==> src/rtl/gpio_dr_pkg.sv <==
package gpio_dr_pkg;
  localparam int unsigned PORT_W    = 16;
  localparam int unsigned BYTE_W    = 8;
  localparam int unsigned DIS_PINS  = 5;
  localparam int unsigned SYNC_DEPTH = 2;

  typedef enum logic [1:0] {
    CLR_NONE  = 2'b00,
    CLR_POR   = 2'b01,
    CLR_STBY  = 2'b10
  } clr_cause_e;

  function automatic int unsigned lanes(input int unsigned width);
    return (width + BYTE_W - 1) / BYTE_W;
  endfunction
endpackage

==> src/rtl/gpio_dr_sync.sv <==
module gpio_dr_sync #(
  parameter int unsigned WIDTH = 16,
  parameter int unsigned DEPTH = 2
) (
  input  logic             clk,
  input  logic             rst_n,
  input  logic [WIDTH-1:0] async_in,
  output logic [WIDTH-1:0] sync_out
);
  logic [WIDTH-1:0] stage_q [DEPTH];

  generate
    for (genvar s = 0; s < DEPTH; s++) begin : g_stage
      if (s == 0) begin : g_first
        always_ff @(posedge clk or negedge rst_n) begin
          if (!rst_n) stage_q[s] <= '0;
          else        stage_q[s] <= async_in;
        end
      end else begin : g_next
        always_ff @(posedge clk or negedge rst_n) begin
          if (!rst_n) stage_q[s] <= '0;
          else        stage_q[s] <= stage_q[s-1];
        end
      end
    end
  endgenerate

  assign sync_out = stage_q[DEPTH-1];
endmodule

==> src/rtl/gpio_dr_store.sv <==
module gpio_dr_store
  import gpio_dr_pkg::*;
#(
  parameter int unsigned WIDTH = 16,
  localparam int unsigned NLANE = lanes(WIDTH)
) (
  input  logic             clk,
  input  logic             rst_n,
  input  logic             rst_is_wdt,
  input  logic             hw_stby,
  input  logic             wr_stb,
  input  logic [NLANE-1:0] wr_be,
  input  logic [WIDTH-1:0] wr_data,
  output logic [WIDTH-1:0] data_q
);
  clr_cause_e clr_cause;
  logic       take_write;

  always_comb begin
    if (hw_stby)                   clr_cause = CLR_STBY;
    else if (!rst_n && !rst_is_wdt) clr_cause = CLR_POR;
    else                           clr_cause = CLR_NONE;
  end

  assign take_write = wr_stb && rst_n && (clr_cause == CLR_NONE);

  generate
    for (genvar ln = 0; ln < NLANE; ln++) begin : g_lane
      localparam int unsigned LO = ln * BYTE_W;
      localparam int unsigned HI = ((ln + 1) * BYTE_W > WIDTH) ? WIDTH - 1 : (ln + 1) * BYTE_W - 1;
      always_ff @(posedge clk) begin
        if (clr_cause != CLR_NONE)         data_q[HI:LO] <= '0;
        else if (take_write && wr_be[ln])  data_q[HI:LO] <= wr_data[HI:LO];
      end
    end
  endgenerate
endmodule

==> src/rtl/gpio_dr_drive.sv <==
module gpio_dr_drive #(
  parameter int unsigned WIDTH    = 16,
  parameter int unsigned DIS_PINS = 5
) (
  input  logic [WIDTH-1:0] data_q,
  input  logic [WIDTH-1:0] dir,
  input  logic             pod_n,
  output logic [WIDTH-1:0] pin_out,
  output logic [WIDTH-1:0] pin_oe
);
  assign pin_out = data_q;

  generate
    for (genvar b = 0; b < WIDTH; b++) begin : g_pin
      if (b < DIS_PINS) begin : g_gated
        assign pin_oe[b] = dir[b] & pod_n;
      end else begin : g_free
        assign pin_oe[b] = dir[b];
      end
    end
  endgenerate
endmodule

==> src/rtl/gpio_dr_rdmux.sv <==
module gpio_dr_rdmux #(
  parameter int unsigned WIDTH = 16
) (
  input  logic [WIDTH-1:0] data_q,
  input  logic [WIDTH-1:0] pin_sync,
  input  logic [WIDTH-1:0] dir,
  output logic [WIDTH-1:0] rd_data
);
  always_comb begin
    for (int b = 0; b < WIDTH; b++) begin
      rd_data[b] = dir[b] ? data_q[b] : pin_sync[b];
    end
  end
endmodule

==> src/rtl/gpio_dr_port.sv <==
module gpio_dr_port
  import gpio_dr_pkg::*;
#(
  parameter int unsigned WIDTH    = PORT_W,
  parameter int unsigned DIS_PINS = gpio_dr_pkg::DIS_PINS,
  parameter int unsigned SYNC_N   = SYNC_DEPTH,
  localparam int unsigned NLANE   = lanes(WIDTH)
) (
  input  logic             clk,
  input  logic             rst_n,
  input  logic             rst_is_wdt,
  input  logic             hw_stby,
  input  logic             wr_stb,
  input  logic [NLANE-1:0] wr_be,
  input  logic [WIDTH-1:0] wr_data,
  output logic [WIDTH-1:0] rd_data,
  input  logic [WIDTH-1:0] dir,
  input  logic             pod_n,
  input  logic [WIDTH-1:0] pin_in,
  output logic [WIDTH-1:0] pin_out,
  output logic [WIDTH-1:0] pin_oe
);
  logic [WIDTH-1:0] data_q;
  logic [WIDTH-1:0] pin_sync;

  gpio_dr_store #(.WIDTH(WIDTH)) u_store (
    .clk(clk), .rst_n(rst_n), .rst_is_wdt(rst_is_wdt), .hw_stby(hw_stby),
    .wr_stb(wr_stb), .wr_be(wr_be), .wr_data(wr_data), .data_q(data_q)
  );

  gpio_dr_sync #(.WIDTH(WIDTH), .DEPTH(SYNC_N)) u_sync (
    .clk(clk), .rst_n(rst_n), .async_in(pin_in), .sync_out(pin_sync)
  );

  gpio_dr_drive #(.WIDTH(WIDTH), .DIS_PINS(DIS_PINS)) u_drive (
    .data_q(data_q), .dir(dir), .pod_n(pod_n), .pin_out(pin_out), .pin_oe(pin_oe)
  );

  gpio_dr_rdmux #(.WIDTH(WIDTH)) u_rdmux (
    .data_q(data_q), .pin_sync(pin_sync), .dir(dir), .rd_data(rd_data)
  );
endmodule

==> config.mk <==
export PLATFORM = sky130hd
export DESIGN_NAME = gpio_dr_port
export DESIGN_NICKNAME = d
export VERILOG_FILES = /design/src/rtl/gpio_dr_pkg.sv /design/src/rtl/gpio_dr_sync.sv /design/src/rtl/gpio_dr_store.sv /design/src/rtl/gpio_dr_drive.sv /design/src/rtl/gpio_dr_rdmux.sv /design/src/rtl/gpio_dr_port.sv
export SDC_FILE = /design/constraint.sdc
export NUM_CORES = 1
export LEC_CHECK = 0
export ABC_CLOCK_PERIOD_IN_PS = 800
export BUFFER_PORTS_ARGS = -buffer_cell sky130_fd_sc_hd__clkbuf_2
export CORE_ASPECT_RATIO = 1.2
export CORE_UTILIZATION = 42
export CTS_CLUSTER_SIZE = 20
export DETAILED_ROUTE_END_ITERATION = 10
export PLACE_DENSITY = 0.79
export SYNTH_ARGS = -nofsm -noshare
export SYNTH_HDL_FRONTEND = slang
export SYNTH_SLANG_ARGS = --single-unit
export TNS_END_PERCENT = 10
==> constraint.sdc <==
create_clock -name clk -period 0.8 [get_ports clk]
set_input_delay 0 -clock clk [delete_from_list [all_inputs] [get_ports clk]]
set_output_delay 0 -clock clk [all_outputs]
set_load 0.02 [all_outputs]
Word level (Yosys, flattened, before mapping)
Cells that the tools add are included.
{ "classes": {"n_mux": 18, "bitwise_logic": 5, "reduce_logical": 9} }
{ "ops": {"columns": ["operator", "count"], "rows": [
  ["$mux W1", 17],
  ["$and A1 B1 Y1", 5],
  ["$logic_and A1 B1 Y1", 5],
  ["$logic_not A1 Y1", 2],
  ["$logic_not A2 Y1", 1],
  ["$mux W2", 1],
  ["$reduce_bool A2 Y1", 1]
]} }
{ "totals": {"in_bits": 56, "ff_bits": 48} }

Logic depth before layout (Yosys ltp)
Gate-level depths: netlist of run 1.
{ "logic_depth": {"ltp_word": 7, "mapped_depth": 4, "depth_no_buf": 3} }

Modules after synthesis
Synthesis of run 1 repeated with hierarchy kept, for this count alone.
{ "unflattened": {"cells_unflattened": 168, "hier_area_um2": 1984.4} }
{ "modules_own_cells": {"columns": ["module", "cells_per_inst", "area_each_um2", "seq_area_each_um2", "instances"], "rows": [
  ["gpio_dr_sync", 48, 920.9, 800.8, 1],
  ["gpio_dr_store", 72, 589.3, 320.3, 1],
  ["gpio_dr_rdmux", 16, 240.2, 0.0, 1],
  ["gpio_dr_drive", 32, 234.0, 0.0, 1]
]} }

Worst setup path before layout of run 1
OpenSTA, ideal clock, no wires.
{ "synth_path": {"path_kind": "flip-flop to output port", "from": "register u_store.data_q[0]", "to": "output port rd_data[0]", "slack_ns": 0.101, "path_stages_with_launch": 2, "t_arrival_ns": 0.699, "cell_sequence": "dfxtp_1 > mux2_2"} }
{ "synth_via": {"elab_chain_cells": 1} }
{ "synth_rtl": {"columns": ["item", "line_no", "text"], "rows": [
  ["start: declaration", "gpio_dr_store.sv:14", "output logic [WIDTH-1:0] data_q"],
  ["start signal: indexed assignment", "gpio_dr_store.sv:33", "else if (take_write && wr_be[ln]) data_q[HI:LO] <= wr_data[HI:LO];"],
  ["$mux W1", "gpio_dr_rdmux.sv:11", "rd_data[b] = dir[b] ? data_q[b] : pin_sync[b];"],
  ["end: declaration", "gpio_dr_port.sv:16", "output logic [WIDTH-1:0] rd_data,"]
]} }
Every way passes these cells.

Final worst setup path of run 1
{ "layout_path": {"from": "register u_sync.stage_q, in the netlist u_sync.sync_out[2]", "to": "output port rd_data[2]"} }
{ "layout_via": {"elab_chain_cells": 1} }
{ "layout_rtl": {"columns": ["item", "line_no", "text"], "rows": [
  ["start: declaration", "gpio_dr_sync.sv:10", "logic [WIDTH-1:0] stage_q [DEPTH];"],
  ["start signal: indexed assignment", "gpio_dr_sync.sv:22", "else stage_q[s] <= stage_q[s-1];"],
  ["$mux W1", "gpio_dr_rdmux.sv:11", null]
]} }
Every way passes these cells.

==> flow_metrics.tcl, run 1 <==
set metrics [dict create \
    status "complete, but fails checks" \
    violations "negative setup slack" \
    ff_latch_area_sq_um 1150 \
    syn_avg_cell_area_sq_um 12.4 \
    pre_cts_slack_ns 0.0150 \
    clkLatencyLatePin_ns 0.30 \
    rrSetupSlack_ns 0.13 \
    fin_area_sq_um 2900 \
    place_congestion 0.692 \
    power.leakage_nw 1.38 \
    nFillCells 246 \
    synth_nets 192 \
    timing.final.ws_setup_ns -0.280 \
    syn-cell-area_sq_um 1680 \
    setup_viol 33 \
    multi_input_area_sq_um 460 \
    skew_ns 0.00487 \
    antenna_found_initial 0 \
    grt_start_max_net_pins 24 \
    path_max_fanout 1 \
    cap_viol_max_count 0 \
    cts-root-buf "clkbuf_8" \
    ys_warn_count 0 \
    power.density_nw_per_um2 1640 \
    cts_sinks 48 \
    synthDistinctLibCells 11 \
    tightest_slew_ns 0.289 \
    wirelength_um 4630 \
    dp_hpwl_um 2940 \
    r2r_end "u_store.data_q[11]" \
    worstHoldPathType "in2reg" \
    area_growth_pct 72.3 \
    slew_viol_final 0 \
    core-area_sq_um 3720 \
    synth.largest_area_cell "dfrtp_1" \
    cts_tree "built" \
    synth_cells 136 \
    end_kind "output pin" \
    hold_violations 0 \
    initial_core_util_pct 45.2 \
    routedWlPerCell_um 14.1 \
    grt-ovfl-total 0 \
    die_width_um 59.8 \
    antennaDiodeCount 0 \
    rows 24 \
    grt_pass1_wl_um 6800 \
    grt_usage_pct 22.1 \
    synthTopCellsByArea "dfrtp_1, dfxtp_1, mux2_2" \
    start_kind "flip-flop" \
    postCtsSetupBuffers 0 \
    post-route-min-period_ns 1.08 \
    async_flop_share_pct 66.7 \
    critPathArrivalTime_ns 1.08 \
    ys_seq_elements 48 \
    postRouteAntennaNets 0 \
    drive_gt1_share_pct 55.1 \
    die_h_um 71.4 \
    cts_buffers 5 \
    dieArea_sq_um 4270 \
    num_io_pins 104 \
    ys_seq_area_share_pct 66.6 \
    synth_ff_type "dfrtp_1" \
    r2r-start "u_store.data_q[11]" \
    timing.hold.ws_ns 0.159 \
    clock_path_buffers 2 \
    yosys-top-cells-count "dfrtp_1, nand2_1, a21oi_1, dfxtp_1, mux2_2" \
    clk_pin_slew_ns 0.08 \
    slew_headroom_pct 80.7 \
    drc 0 \
    drt_iter0_drc 40 \
    firstDrtPassIters 4 \
    max_freq_ghz 0.926 \
    port_buffers 103 \
    worstSetupPathType "reg2out" \
    grt_pass1_vias 1520 \
    htreeDepth 2 \
    vias 1509 \
    avgViaCountPerCell 4.60 \
    synth_edf_count 0 \
    ir_worst_vdd_mv 1.20 \
    whs_endpoint "u_store.data_q[0]" \
    nets 331 \
    placed_cell_area_sq_um 2240 \
    min_from "rst_is_wdt" \
    fin_crit_sh_pct 135 \
    crit_required_ns 0.80 \
    synth.top_cell.area_share_pct 47.5 \
    hold_path_depth 4 \
    rsz0062_at_grt "yes" \
    r2r_cells 3 \
]
[critical path: stages (launching register included)]
cell and delay, ns:
dfrtp_1 0.38, mux2_2 0.27, buf_6 0.13
[how the worst max path moves through the flow]
| stage | startpoint | end | slack (ns) | depth (start not counted) |
|---|---|---|---|---|
| 2_1_floorplan | u_store.data_q[0] | rd_data[0] | 0.10 | 1 |
| 3_3_place_gp | rst_n | u_store.data_q[12] | 0.04 | 5 |
| 3_5_place_dp | rst_n | u_store.data_q[13] | 0.01 | 5 |
| 4_1_cts | u_sync.sync_out[0] | rd_data[0] | -0.29 | 2 |
| 5_1_grt | u_sync.sync_out[1] | rd_data[1] | -0.32 | 2 |
| 6_report | u_sync.sync_out[2] | rd_data[2] | -0.28 | 2 |
[final cells by class]
class | count | area share (%)
flip-flops and latches | 48 | 39.5
repair buffers | 146 | 39.3
multi-input cells | 74 | 15.9
clock buffers | 8 | 3.10
well taps | 52 | 2.24
[state kept, by name (all words and copies together), names as in the netlist]
name             count
u_sync.sync_out     16
u_store.data_q      16
u_sync.stage_q      16
[power breakdown]
| part | total [mW] | internal, mW | switching (mW) |
|---|---|---|---|
| combinational | 0.771 | 0.414 | 0.357 |
| clock | 1.47 | 0.706 | 0.762 |
| sequential | 2.53 | 2.50 | 0.0331 |
| total | 4.77 | 3.62 | 1.15 |
[kinds of logic after synthesis]
family / share of synthesized area, %
and+or+nand+nor: 11.2
muxes: 10.7
buffers and inverters: 6.09
DFF: 66.6
AOI/OAI and AO/OA: 5.42
[repair_timing]
item,CTS,global route
setup endpoints to repair,32,48
gates resized for setup,44,54
hold endpoints to repair,64,0
hold buffers,33,0
[through the flow]
stage | utilization [%] | instances | power (mW) | TNS, ns
2_1_floorplan | - | 136 | 2.87 | 0
6_report | 77.9 | 328 | 4.77 | -8.04
3_5_place_dp | 60.1 | 287 | 3.15 | 0
3_3_place_gp | 60.1 | 287 | 3.14 | 0
4_1_cts | 75.4 | 328 | 4.74 | -8.20
5_1_grt | 77.9 | 328 | 4.93 | -9.19
[metal layers]
metal,GRT usage [%],up-vias,share of wire [%]
met3,7.04,9,5.5
met5,0,-,0
met4,7.75,0,1.7
met1,24.3,724,36
li1,-,715,-
met2,39.3,61,57
[layout by cell type, fill, tap and decap left out, types with 3 or more instances in the layout]
| cell type | n |
|---|---|
| mux2_2 | 16 |
| buf_2 | 3 |
| dlygate4sd3_1 | 33 |
| clkbuf_2 | 74 |
| nand2_1 | 32 |
| dfrtp_1 | 32 |
| clkbuf_8 | 6 |
| a21oi_1 | 16 |
| buf_8 | 15 |
| buf_4 | 10 |
| dfxtp_2 | 14 |
| and2_1 | 5 |
| buf_6 | 11 |
No activity file was read; power rests on OpenSTA's default activity.
==> inputs of run 2 (changes only) <==
Settings changed: SETUP_SLACK_MARGIN set to 0.02.
==> flow_metrics.tcl, run 2 (synthesis results as in run 1) <==
set metrics [dict create \
    dieArea_sq_um 4270 \
    placed_cell_area_sq_um 2240 \
    wirelength_um 4640 \
    timing.final.ws_setup_ns -0.279 \
    min_from "rst_is_wdt" \
    port_buffers 103 \
    cts_tree "built" \
    firstDrtPassIters 4 \
    slew_headroom_pct 80.6 \
    crit_required_ns 0.80 \
    grt_usage_pct 22.1 \
    grt-ovfl-total 0 \
    num_io_pins 104 \
    grt_pass1_wl_um 6800 \
    post-route-min-period_ns 1.08 \
    cts_sinks 48 \
    ir_worst_vdd_mv 1.20 \
    start_kind "flip-flop" \
    clkLatencyLatePin_ns 0.30 \
    worstHoldPathType "in2reg" \
    max_freq_ghz 0.926 \
    final_common_cell "clkbuf_2" \
    tightest_slew_ns 0.292 \
    setup_viol 33 \
    violations "negative setup slack" \
    vias 1522 \
    r2r-start "u_store.data_q[11]" \
    die_h_um 71.4 \
    nFillCells 246 \
    antenna_found_initial 0 \
    whs_endpoint "u_store.data_q[10]" \
    hold_violations 0 \
    status "complete, but fails checks" \
    grt_start_max_net_pins 24 \
    routedWlPerCell_um 14.1 \
    htreeDepth 2 \
    fin_area_sq_um 2910 \
    multi_input_area_sq_um 460 \
    dp_hpwl_um 2940 \
    clk_pin_slew_ns 0.08 \
    hold_path_depth 4 \
    cts_buffers 5 \
    postCtsSetupBuffers 0 \
    end_kind "output pin" \
    initial_core_util_pct 45.2 \
    r2r_cells 3 \
    slew_viol_final 0 \
    r2r_end "u_store.data_q[11]" \
    grt_pass1_vias 1520 \
    nets 331 \
    core-area_sq_um 3720 \
    clock_path_buffers 2 \
    die_width_um 59.8 \
    place_congestion 0.692 \
    fin_crit_sh_pct 135 \
    drc 0 \
    worstSetupPathType "reg2out" \
    path_max_fanout 1 \
    rrSetupSlack_ns 0.13 \
    totalPowerFinal_mw 4.76 \
    layout_common_cells "clkbuf_2, dlygate4sd3_1, nand2_1, dfrtp_1" \
    power.leakage_nw 1.38 \
    antennaDiodeCount 0 \
    power.density_nw_per_um2 1640 \
    postRouteAntennaNets 0 \
    critPathArrivalTime_ns 1.08 \
    rows 24 \
    area_growth_pct 72.5 \
    cts-root-buf "clkbuf_8" \
    drive_gt1_share_pct 55.1 \
    drt_iter0_drc 33 \
    rsz0062_at_grt "yes" \
    avgViaCountPerCell 4.64 \
    skew_ns 0.00242 \
    ff_latch_area_sq_um 1150 \
    cap_viol_max_count 0 \
]
==> run 2: per-layer routing <==
layer  vias to the layer above  GRT usage [%]  share of wire [%]
met5                         -              0                  0
met4                         0           7.75                1.6
met3                         9           7.04                5.3
met2                        63           39.3                 58
met1                       736           24.3                 35
li1                        714              -                  -
==> run 2: power by group <==
group / total, mW / internal [mW] / switching, mW
logic: 0.771 / 0.414 / 0.357
registers: 2.53 / 2.50 / 0.0335
clock network: 1.46 / 0.705 / 0.750
==> run 2: cell type report <==
class / count / area share [%]
Multi-Input combinational cell: 74 / 15.8
Tap cell: 52 / 2.24
Sequential cell: 48 / 39.4
Timing Repair Buffer: 146 / 39.4
Clock buffer: 8 / 3.10
==> run 2: how the worst max path moves through the flow <==
stage	slack, ns	to	startpoint	cells after the start
after global routing	-0.31	rd_data[2]	u_sync.sync_out[2]	2
final	-0.28	rd_data[2]	u_sync.sync_out[2]	2
after detailed placement	0.01	u_store.data_q[13]	rst_n	5
after CTS	-0.29	rd_data[0]	u_sync.sync_out[0]	2
after floorplan	0.10	rd_data[0]	u_store.data_q[0]	1
after global placement	0.04	u_store.data_q[12]	rst_n	5
==> run 2: per-stage QoR <==
stage               cells  worst slack [ns]  setup TNS [ns]  util, %  hold slack (ns)
floorplan             136             0.101               0        -           -0.296
global placement      287            0.0405               0     60.1           0.0208
detailed placement    287            0.0150               0     60.1           0.0218
CTS                   328            -0.295           -8.20     75.4            0.138
global route          328            -0.314           -9.20     78.0            0.154
finish                328            -0.279           -8.05     78.0            0.151
==> run 2: what timing repair did <==
item / in CTS / in global routing
hold buffers: 33 / 0
hold endpoints to repair: 64 / 0
gates resized for setup: 44 / 55
endpoints found under the setup margin: 32 / 48
==> run 2: worst max-delay path, stage by stage (launching register included) <==
cell and delay, ns:
dfrtp_1 0.37, mux2_2 0.27, buf_6 0.14
